## config.mk

```make
export PLATFORM = sky130hd
export DESIGN_NAME = swd_ap_read_seq
export DESIGN_NICKNAME = d
export VERILOG_FILES = /design/src/rtl/swd_apseq_pkg.sv /design/src/rtl/swd_apseq_decode.sv /design/src/rtl/swd_apseq_result.sv /design/src/rtl/swd_apseq_fsm.sv /design/src/rtl/swd_ap_read_seq.sv
export SDC_FILE = /design/constraint.sdc
export NUM_CORES = 1
export LEC_CHECK = 0
export ABC_AREA = 1
export BUFFER_PORTS_ARGS = -buffer_cell sky130_fd_sc_hd__buf_2
export CORE_MARGIN = 2
export CORE_UTILIZATION = 45
export CTS_CLUSTER_DIAMETER = 200
export DETAILED_ROUTE_END_ITERATION = 7
export GPL_TIMING_DRIVEN = 0
export PLACE_DENSITY = 0.92
export SLEW_MARGIN = 25
export SYNTH_ARGS = -nofsm -noshare
export SYNTH_HDL_FRONTEND = slang
export SYNTH_SLANG_ARGS = --single-unit
```

## constraint.sdc

```tcl
create_clock -name clk -period 4.17 [get_ports clk]
set_clock_uncertainty 0.2 [all_clocks]
set_input_delay 0.417 -clock clk [delete_from_list [all_inputs] [get_ports clk]]
set_output_delay 0.417 -clock clk [all_outputs]
set_load 0.01 [all_outputs]
```

## src/rtl/swd_apseq_pkg.sv

```systemverilog
// Package: shared state encoding and protocol constants of the AP read
// sequencer. Assumes the standard 3-bit SWD acknowledge encoding.
package swd_apseq_pkg;

    localparam int ACK_W = 3;
    localparam logic [ACK_W-1:0] ACK_OK = 3'b001;
    localparam logic [1:0] DP_SELECT_A = 2'b10;

    typedef enum logic [2:0] {
        ST_IDLE,
        ST_SEL_REQ,
        ST_SEL_WAIT,
        ST_RD1_REQ,
        ST_RD1_WAIT,
        ST_FIN_REQ,
        ST_FIN_WAIT,
        ST_DONE
    } seq_state_t;

endpackage

```

## src/rtl/swd_apseq_decode.sv

```systemverilog
// Module: address decoder. Builds the selector word by keeping only the
// port-number and bank fields of a latched address, and extracts the
// register field. Purely combinational; assumes fields do not overlap A[3:2].
module swd_apseq_decode #(
    parameter int ADDR_W    = 32,
    parameter int APSEL_LSB = 24,
    parameter int APSEL_W   = 8,
    parameter int BANK_LSB  = 4,
    parameter int BANK_W    = 4
) (
    input  logic [ADDR_W-1:0] addr,
    output logic [ADDR_W-1:0] sel_mask,
    output logic [ADDR_W-1:0] sel_word,
    output logic [1:0]        reg_a
);

    localparam int APSEL_TOP = APSEL_LSB + APSEL_W;
    localparam int BANK_TOP  = BANK_LSB + BANK_W;

    // Mask bit per address bit: set inside either field.
    for (genvar i = 0; i < ADDR_W; i++) begin : g_mask
        assign sel_mask[i] = ((i >= APSEL_LSB) && (i < APSEL_TOP)) ||
                             ((i >= BANK_LSB) && (i < BANK_TOP));
    end

    // Selector word and register field from the address.
    always_comb begin
        sel_word = addr & sel_mask;
        reg_a    = addr[3:2];
    end

endmodule

```

## src/rtl/swd_apseq_result.sv

```systemverilog
// Module: result register. Captures data and error flag on the final
// transfer response or on a failed selector write. Assumes the two
// capture strobes are never high together.
module swd_apseq_result
    import swd_apseq_pkg::*;
#(
    parameter int DATA_W = 32
) (
    input  logic              clk,
    input  logic              rst_n,
    input  logic              cap_final,
    input  logic              cap_selfail,
    input  logic [ACK_W-1:0]  ack,
    input  logic [DATA_W-1:0] rdata,
    output logic [DATA_W-1:0] res_data,
    output logic              res_err
);

    // Hold the outcome of the command until the next capture.
    always_ff @(posedge clk) begin
        if (!rst_n) begin
            res_data <= '0;
            res_err  <= 1'b0;
        end else if (cap_final) begin
            res_err  <= (ack != ACK_OK);
            res_data <= (ack == ACK_OK) ? rdata : '0;
        end else if (cap_selfail) begin
            res_err  <= 1'b1;
            res_data <= '0;
        end
    end

endmodule

```

## src/rtl/swd_apseq_fsm.sv

```systemverilog
// Module: sequencing state machine. Accepts a command, issues the selector
// write and two AP reads (or one DP read) to the engine, and strobes the
// result for one cycle. Assumes the engine answers each taken request once.
module swd_apseq_fsm
    import swd_apseq_pkg::*;
#(
    parameter int ADDR_W = 32
) (
    input  logic              clk,
    input  logic              rst_n,
    input  logic              cmd_valid,
    input  logic              cmd_is_ap,
    input  logic [ADDR_W-1:0] cmd_addr,
    output logic              cmd_ready,
    output logic [ADDR_W-1:0] addr_q,
    input  logic [ADDR_W-1:0] sel_word,
    input  logic [1:0]        reg_a,
    output logic              eng_req_valid,
    input  logic              eng_req_ready,
    output logic              eng_req_apndp,
    output logic              eng_req_rnw,
    output logic [1:0]        eng_req_a,
    output logic [ADDR_W-1:0] eng_req_wdata,
    input  logic              eng_rsp_valid,
    input  logic [ACK_W-1:0]  eng_rsp_ack,
    output logic              cap_final,
    output logic              cap_selfail,
    output logic              res_valid
);

    seq_state_t state_q, state_d;
    logic       is_ap_q;

    // State register and command latch.
    always_ff @(posedge clk) begin
        if (!rst_n) begin
            state_q <= ST_IDLE;
            addr_q  <= '0;
            is_ap_q <= 1'b0;
        end else begin
            state_q <= state_d;
            if (cmd_valid && cmd_ready) begin
                addr_q  <= cmd_addr;
                is_ap_q <= cmd_is_ap;
            end
        end
    end

    // Next-state selection.
    always_comb begin
        state_d = state_q;
        unique case (state_q)
            ST_IDLE:     if (cmd_valid) state_d = cmd_is_ap ? ST_SEL_REQ : ST_FIN_REQ;
            ST_SEL_REQ:  if (eng_req_ready) state_d = ST_SEL_WAIT;
            ST_SEL_WAIT: if (eng_rsp_valid)
                             state_d = (eng_rsp_ack == ACK_OK) ? ST_RD1_REQ : ST_DONE;
            ST_RD1_REQ:  if (eng_req_ready) state_d = ST_RD1_WAIT;
            ST_RD1_WAIT: if (eng_rsp_valid) state_d = ST_FIN_REQ;
            ST_FIN_REQ:  if (eng_req_ready) state_d = ST_FIN_WAIT;
            ST_FIN_WAIT: if (eng_rsp_valid) state_d = ST_DONE;
            ST_DONE:     state_d = ST_IDLE;
            default:     state_d = ST_IDLE;
        endcase
    end

    // Engine request fields and handshake outputs decoded from state.
    always_comb begin
        cmd_ready     = (state_q == ST_IDLE);
        res_valid     = (state_q == ST_DONE);
        eng_req_valid = (state_q == ST_SEL_REQ) || (state_q == ST_RD1_REQ) ||
                        (state_q == ST_FIN_REQ);
        eng_req_apndp = (state_q == ST_RD1_REQ) || ((state_q == ST_FIN_REQ) && is_ap_q);
        eng_req_rnw   = (state_q != ST_SEL_REQ);
        eng_req_a     = (state_q == ST_SEL_REQ) ? DP_SELECT_A : reg_a;
        eng_req_wdata = (state_q == ST_SEL_REQ) ? sel_word : '0;
        cap_final     = (state_q == ST_FIN_WAIT) && eng_rsp_valid;
        cap_selfail   = (state_q == ST_SEL_WAIT) && eng_rsp_valid && (eng_rsp_ack != ACK_OK);
    end

    assert_req_hold_R9: assert property (@(posedge clk) disable iff (!rst_n)
        eng_req_valid && !eng_req_ready |=> eng_req_valid && $stable(eng_req_a) &&
        $stable(eng_req_apndp) && $stable(eng_req_rnw) && $stable(eng_req_wdata));

    assert_res_pulse_R8: assert property (@(posedge clk) disable iff (!rst_n)
        res_valid |=> !res_valid && cmd_ready);

    assert_busy_R8: assert property (@(posedge clk) disable iff (!rst_n)
        res_valid |-> !cmd_ready);

    assert_selfail_stop_R3: assert property (@(posedge clk) disable iff (!rst_n)
        (state_q == ST_SEL_WAIT) && eng_rsp_valid && (eng_rsp_ack != ACK_OK)
        |=> res_valid && !eng_req_valid);

endmodule

```

## src/rtl/swd_ap_read_seq.sv

```systemverilog
// Module: top of the AP read sequencer. Wires the decoder, state machine
// and result register. Assumes a single outstanding engine transfer.
module swd_ap_read_seq
    import swd_apseq_pkg::*;
#(
    parameter int ADDR_W    = 32,
    parameter int DATA_W    = 32,
    parameter int APSEL_LSB = 24,
    parameter int APSEL_W   = 8,
    parameter int BANK_LSB  = 4,
    parameter int BANK_W    = 4
) (
    input  logic              clk,
    input  logic              rst_n,
    input  logic              cmd_valid,
    output logic              cmd_ready,
    input  logic              cmd_is_ap,
    input  logic [ADDR_W-1:0] cmd_addr,
    output logic              res_valid,
    output logic [DATA_W-1:0] res_data,
    output logic              res_err,
    output logic              eng_req_valid,
    input  logic              eng_req_ready,
    output logic              eng_req_apndp,
    output logic              eng_req_rnw,
    output logic [1:0]        eng_req_a,
    output logic [ADDR_W-1:0] eng_req_wdata,
    input  logic              eng_rsp_valid,
    input  logic [2:0]        eng_rsp_ack,
    input  logic [DATA_W-1:0] eng_rsp_rdata
);

    logic [ADDR_W-1:0] addr_q, sel_mask, sel_word;
    logic [1:0]        reg_a;
    logic              cap_final, cap_selfail;

    swd_apseq_decode #(
        .ADDR_W(ADDR_W), .APSEL_LSB(APSEL_LSB), .APSEL_W(APSEL_W),
        .BANK_LSB(BANK_LSB), .BANK_W(BANK_W)
    ) u_decode (
        .addr(addr_q), .sel_mask(sel_mask), .sel_word(sel_word), .reg_a(reg_a)
    );

    swd_apseq_fsm #(.ADDR_W(ADDR_W)) u_fsm (
        .clk(clk), .rst_n(rst_n),
        .cmd_valid(cmd_valid), .cmd_is_ap(cmd_is_ap), .cmd_addr(cmd_addr),
        .cmd_ready(cmd_ready), .addr_q(addr_q),
        .sel_word(sel_word), .reg_a(reg_a),
        .eng_req_valid(eng_req_valid), .eng_req_ready(eng_req_ready),
        .eng_req_apndp(eng_req_apndp), .eng_req_rnw(eng_req_rnw),
        .eng_req_a(eng_req_a), .eng_req_wdata(eng_req_wdata),
        .eng_rsp_valid(eng_rsp_valid), .eng_rsp_ack(eng_rsp_ack),
        .cap_final(cap_final), .cap_selfail(cap_selfail), .res_valid(res_valid)
    );

    swd_apseq_result #(.DATA_W(DATA_W)) u_result (
        .clk(clk), .rst_n(rst_n),
        .cap_final(cap_final), .cap_selfail(cap_selfail),
        .ack(eng_rsp_ack), .rdata(eng_rsp_rdata),
        .res_data(res_data), .res_err(res_err)
    );

    assert_sel_word_R2: assert property (@(posedge clk) disable iff (!rst_n)
        eng_req_valid && !eng_req_rnw |-> !eng_req_apndp &&
        (eng_req_a == DP_SELECT_A) && ((eng_req_wdata & ~sel_mask) == '0));

    assert_err_zero_R6: assert property (@(posedge clk) disable iff (!rst_n)
        res_valid && res_err |-> (res_data == '0));

endmodule

```

## After elaboration in Yosys (flattened, before gate mapping)

Index checks and enable logic that the tools add are counted.

- Bits in latches: 0
- Output and inout port bits: 72
- Memory bits (read-only): 0
- Register bits: 69
- RAM bits: 0
- Memories: 0

- Divide/modulo/power cells: 0
- Shift-type cells: 0
- Add/subtract/negate cells: 0
- Reduce and logical (&&, ||, !) cells: 11
- Eq/ne operators: 17
- Bitwise logic cells: 0
- Order comparisons: 0
- Multiplexer cells: 17
- $mul: 0

Operator list:

| operator | number |
|---|---|
| 32-bit 2-to-1 mux | 4 |
| 3-bit 2-to-1 mux | 9 |
| 3-bit one-hot mux with 8 select lines | 1 |
| 2-bit inequality test, second input constant | 7 |
| 3-bit == test, second input constant | 4 |
| 7-bit AND reduction | 1 |
| 3-bit by 1-bit == test with 1-bit output, second input constant | 2 |
| 3-bit by 2-bit == test with 1-bit output, second input constant | 2 |
| 3-bit by 1-bit inequality test with 1-bit output, second input constant | 2 |
| 1-bit logical AND | 5 |
| 3-bit zero test | 1 |
| 1-bit logical OR | 3 |
| 1-bit 2-to-1 mux | 2 |
| 2-bit 2-to-1 mux | 1 |
| 2-bit nonzero test | 1 |

## Depth between registers and ports, before layout

- Depth in word-level cells: 5
- Depth in mapped cells: 8

## Modules after synthesis

From an unflattened synthesis, not the netlist that was laid out.

- Cell total of the unflattened synthesis: 482
- Area total of the unflattened synthesis: 3689.8 um^2

Modules (own cells, without submodules):

| module | area each (um^2) | cells each | seq. area each (um^2) | instances |
|---|---|---|---|---|
| swd_apseq_fsm | 1860.5 | 264 | 720.7 | 1 |
| swd_apseq_result | 1326.3 | 150 | 660.6 | 1 |
| swd_apseq_decode | 503.0 | 68 | 0.0 | 1 |

## Worst setup path before layout

Ideal clock, no wire load.

- Path kind: register to output
- From: reg u_fsm.state_q[1]
- To: out eng_req_wdata[24]
- Setup slack: 2.407 ns
- Cell stages (with the launch flop): 8
- Path buffers: 2
- Arrival time: 1.146 ns
- Data required time: 3.553 ns
- Cells stage by stage: dfxtp_1 buf_4 inv_4 nand2_1 nor2_1 inv_1 buf_2 nor2_1

- Cells in the longest elaborated chain, start to end: 2

Ends and longest elaborated chain:

| item | line | RTL |
|---|---|---|
| start, declared | swd_apseq_fsm.sv:31 | `seq_state_t state_q, state_d;` |
| start signal, assigned | swd_apseq_fsm.sv:41 | `state_q <= state_d;` |
| 3-bit by 1-bit == test with 1-bit output | swd_apseq_fsm.sv:75 | `eng_req_wdata = (state_q == ST_SEL_REQ) ? sel_word : '0;` |
| 32-bit 2-to-1 mux | swd_apseq_fsm.sv:75 |  |
| end, declared | swd_ap_read_seq.sv:27 | `output logic [ADDR_W-1:0] eng_req_wdata,` |

No other way between the ends.

## Final worst setup path

- From: reg u_fsm.state_q[2]
- To: out eng_req_wdata[28]

Same word-level chain as after synthesis.

==> metrics.txt <==
status completed; Rows 25; Final TNS setup 0 ns; final global-route overflow total 0; Die X-Extent 74.8 um; DP HPWL approximately 4300 um; clock share of power 21.3%; Fin. Hold Viols 0; drt wl/cell approximately 11 um; vias between 2000 and 2500; Startpoint Class flip-flop; chip height 74.8 um; CP max-delay cell dfxtp_1; Place WS 2.22 ns; Slew Viols, Final 0; First-pass DRT Iterations 4; DR iter-0 viols 75; Crit path depth 8; ANT cells 0; TritonCTS clock tree done; Resize count post-CTS 0; VDD IR max 353 uV; via count normalized by instance count between 4 and 5; CP most frequent cell buf_2; Comb pwr share between 30% and 40%; CTS Hold Bufs 0; CP Capture Type output pin; PD cells roughly 430 nW/um^2; CTS Buf Count 5; # DRC 0; share of the synthesized area in the top cell type approximately 45%; largest net degree at the start of global routing 16; die area between 5000 and 6000 um^2; Rel. slew slack between 60% and 70%; global-route wire length before repair 8330 um; post-route worst setup slack approximately 1.9 ns; core area around 4800 um^2; Post-CTS Setup Inserts 0; Crit Path Max Fanout 10; GRT Total Usage between 10% and 20%; Synth area leaders dfxtp_1 (45%), a21oi_1 (11%), nand3_1 (9.3%); Worst R2R Path Depth 7; Max Freq ~440 MHz; area grow syn2layout 33.9%; Cell Area, Synth 2260 um^2; Cells after Synth between 300 and 400; hold_sp eng_rsp_rdata[10]; antenna violations before repair 0; Post-Route WL around 5500 um; most frequent cells in the layout buf_2 (116), dfxtp_1 (51), nand2_1 (49), a21oi_1 (49), nand3_1 (42); RSZ-0062 raised after global routing no; Seq/Total Area, Yosys between 40 and 50%; Sw Pwr between 400 and 500 uW; clk buf depth 2; Top Family by Delay on Critical Path buffers and inverters; worst-margin pin slew 0.501 ns; layout cells sized above 1 35.5%; PortBufs 105; Post-layout nets about 510; CTS H-tree lvls 2; cell-internal power 828 uW; sequential share of power around 44%; yosys warns 0; leading area contributor after synthesis dfxtp_1; register bit total from synthesis slightly above 50; Distinct cells, synth 21; worst path arrival time 1.66 ns; ANT nets after route 0; io pins ~150; clock sinks a little over 50; Buf/Inv on CP 5; Crit Path Class reg2out; Initial Utilization between 40% and 50%; CP peak stage delay roughly 0.30 ns; Placer Congestion 0.770; CP required between 3 and 4 ns; R2R Setup Slk 2.55 ns; CTS clk-pin slew, worst paths approximately 0.090 ns; final setup fails 0; Worst-Skew Late Latency between 0.2 and 0.3 ns; commonest non-fill, non-tap cell in the layout buf_2; Hold Path Cell Cnt 3; CTS root buf clkbuf_8; Reg-to-Reg Start u_fsm.state_q[1]; worst hold path class in2reg; Reg2Reg Capture Point u_result.res_data[9]; vias in the first global route 2026; min cycle time layout roughly 2.3 ns; cell breakdown of the critical path buf_2, inv_1, nand2_1, nor2_1, inv_1, buf_2, nor2_1, buf_2; Max Cap Viol 0; syn avg cell area roughly 7.5 um^2; Final period util 54.7%; static leakage approximately 1.5 nW; Endpoint, Worst Hold u_result.res_data[10]; switching share of power a little over a third
[cell families (layout without fill, tap and decap cells)]
kind of cell	after synthesis	after routing	synth area share, %
AO/OA/AOI/OAI	65	65	14.4
XOR/XNOR	1	1	0.388
buffers and inverters	65	178	16.2
flip-flops	51	51	45.2
other	1	20	0.166
AND/OR/NAND/NOR	119	119	23.7
[registers in the layout (all words and copies together) (netlist names)]
signal and flops:
u_fsm.is_ap_q 1, u_result.res_data 32, u_fsm.addr_q 14, u_fsm.state_q 3, u_result.res_err 1
[area by class of cell]
class | count | area [um^2]
clock inverters | 2 | 12.5
inverters | 24 | 92.6
plain buffers | 41 | 273
well taps | 67 | 83.8
flip-flops and latches | 51 | 1020
fillers | 447 | 1760
clock buffers | 6 | 72.6
multi-input cells | 205 | 943
repair buffers | 105 | 526
[synth_stat cells]
cell / instances
a21oi_1: 49
buf_2: 11
buf_4: 22
buf_6: 3
clkbuf_1: 5
conb_1: 1
dfxtp_1: 51
inv_1: 22
inv_2: 1
inv_4: 1
nand2_1: 49
nand2_2: 1
nand3_1: 42
nand3b_1: 1
nand4_1: 1
nor2_1: 22
nor2_2: 1
nor2_4: 1
nor2_8: 1
o21ai_0: 16
xor2_1: 1
[power groups by stage]
stage                     sequential [mW]  clock [mW]  combinational (mW)
after floorplan                     0.570           0               0.324
after global placement              0.570           0               0.438
after detailed placement            0.572           0               0.452
after CTS                           0.561       0.281               0.454
after global routing                0.566       0.297               0.512
final                               0.560       0.274               0.454
[per-layer routing]
| layer | track usage, % | routed length, um | part of all wire (%) |
|---|---|---|---|
| met2 | 34.8 | 2770 | 50 |
| met4 | 5.95 | 40 | 0.72 |
| met3 | 3.75 | 352 | 6.4 |
| met1 | 21.8 | 2370 | 43 |
| met5 | 0 | 0 | 0 |
[per-stage QoR]
| stage | hold WS, ns | cells | cell area [um^2] | util, % | power, mW |
|---|---|---|---|---|---|
| floorplan | 0.230 | 321 | 2330 | - | 0.894 |
| global placement | 0.240 | 493 | 2940 | 61.4 | 1.01 |
| detailed placement | 0.247 | 493 | 2940 | 61.4 | 1.02 |
| CTS | 0.151 | 501 | 3020 | 63.2 | 1.30 |
| global route | 0.154 | 501 | 3020 | 63.2 | 1.38 |
| finish | 0.160 | 501 | 3020 | 63.2 | 1.29 |
[how the worst max path moves through the flow]
| stage | start | slack [ns] | end |
|---|---|---|---|
| 2_1_floorplan | u_fsm.state_q[1] | 2.41 | eng_req_wdata[24] |
| 3_3_place_gp | u_fsm.state_q[2] | 2.28 | eng_req_wdata[25] |
| 3_5_place_dp | u_fsm.state_q[2] | 2.22 | eng_req_wdata[28] |
| 4_1_cts | u_fsm.state_q[2] | 1.88 | eng_req_wdata[28] |
| 5_1_grt | u_fsm.state_q[2] | 1.74 | eng_req_wdata[25] |
| 6_report | u_fsm.state_q[2] | 1.89 | eng_req_wdata[28] |
[worst min-delay path, cell delays in order]
cell and delay [ns]:
buf_2 0.09, nand2_1 0.05, a21oi_1 0.05
No activity file was read; power rests on OpenSTA's default activity.
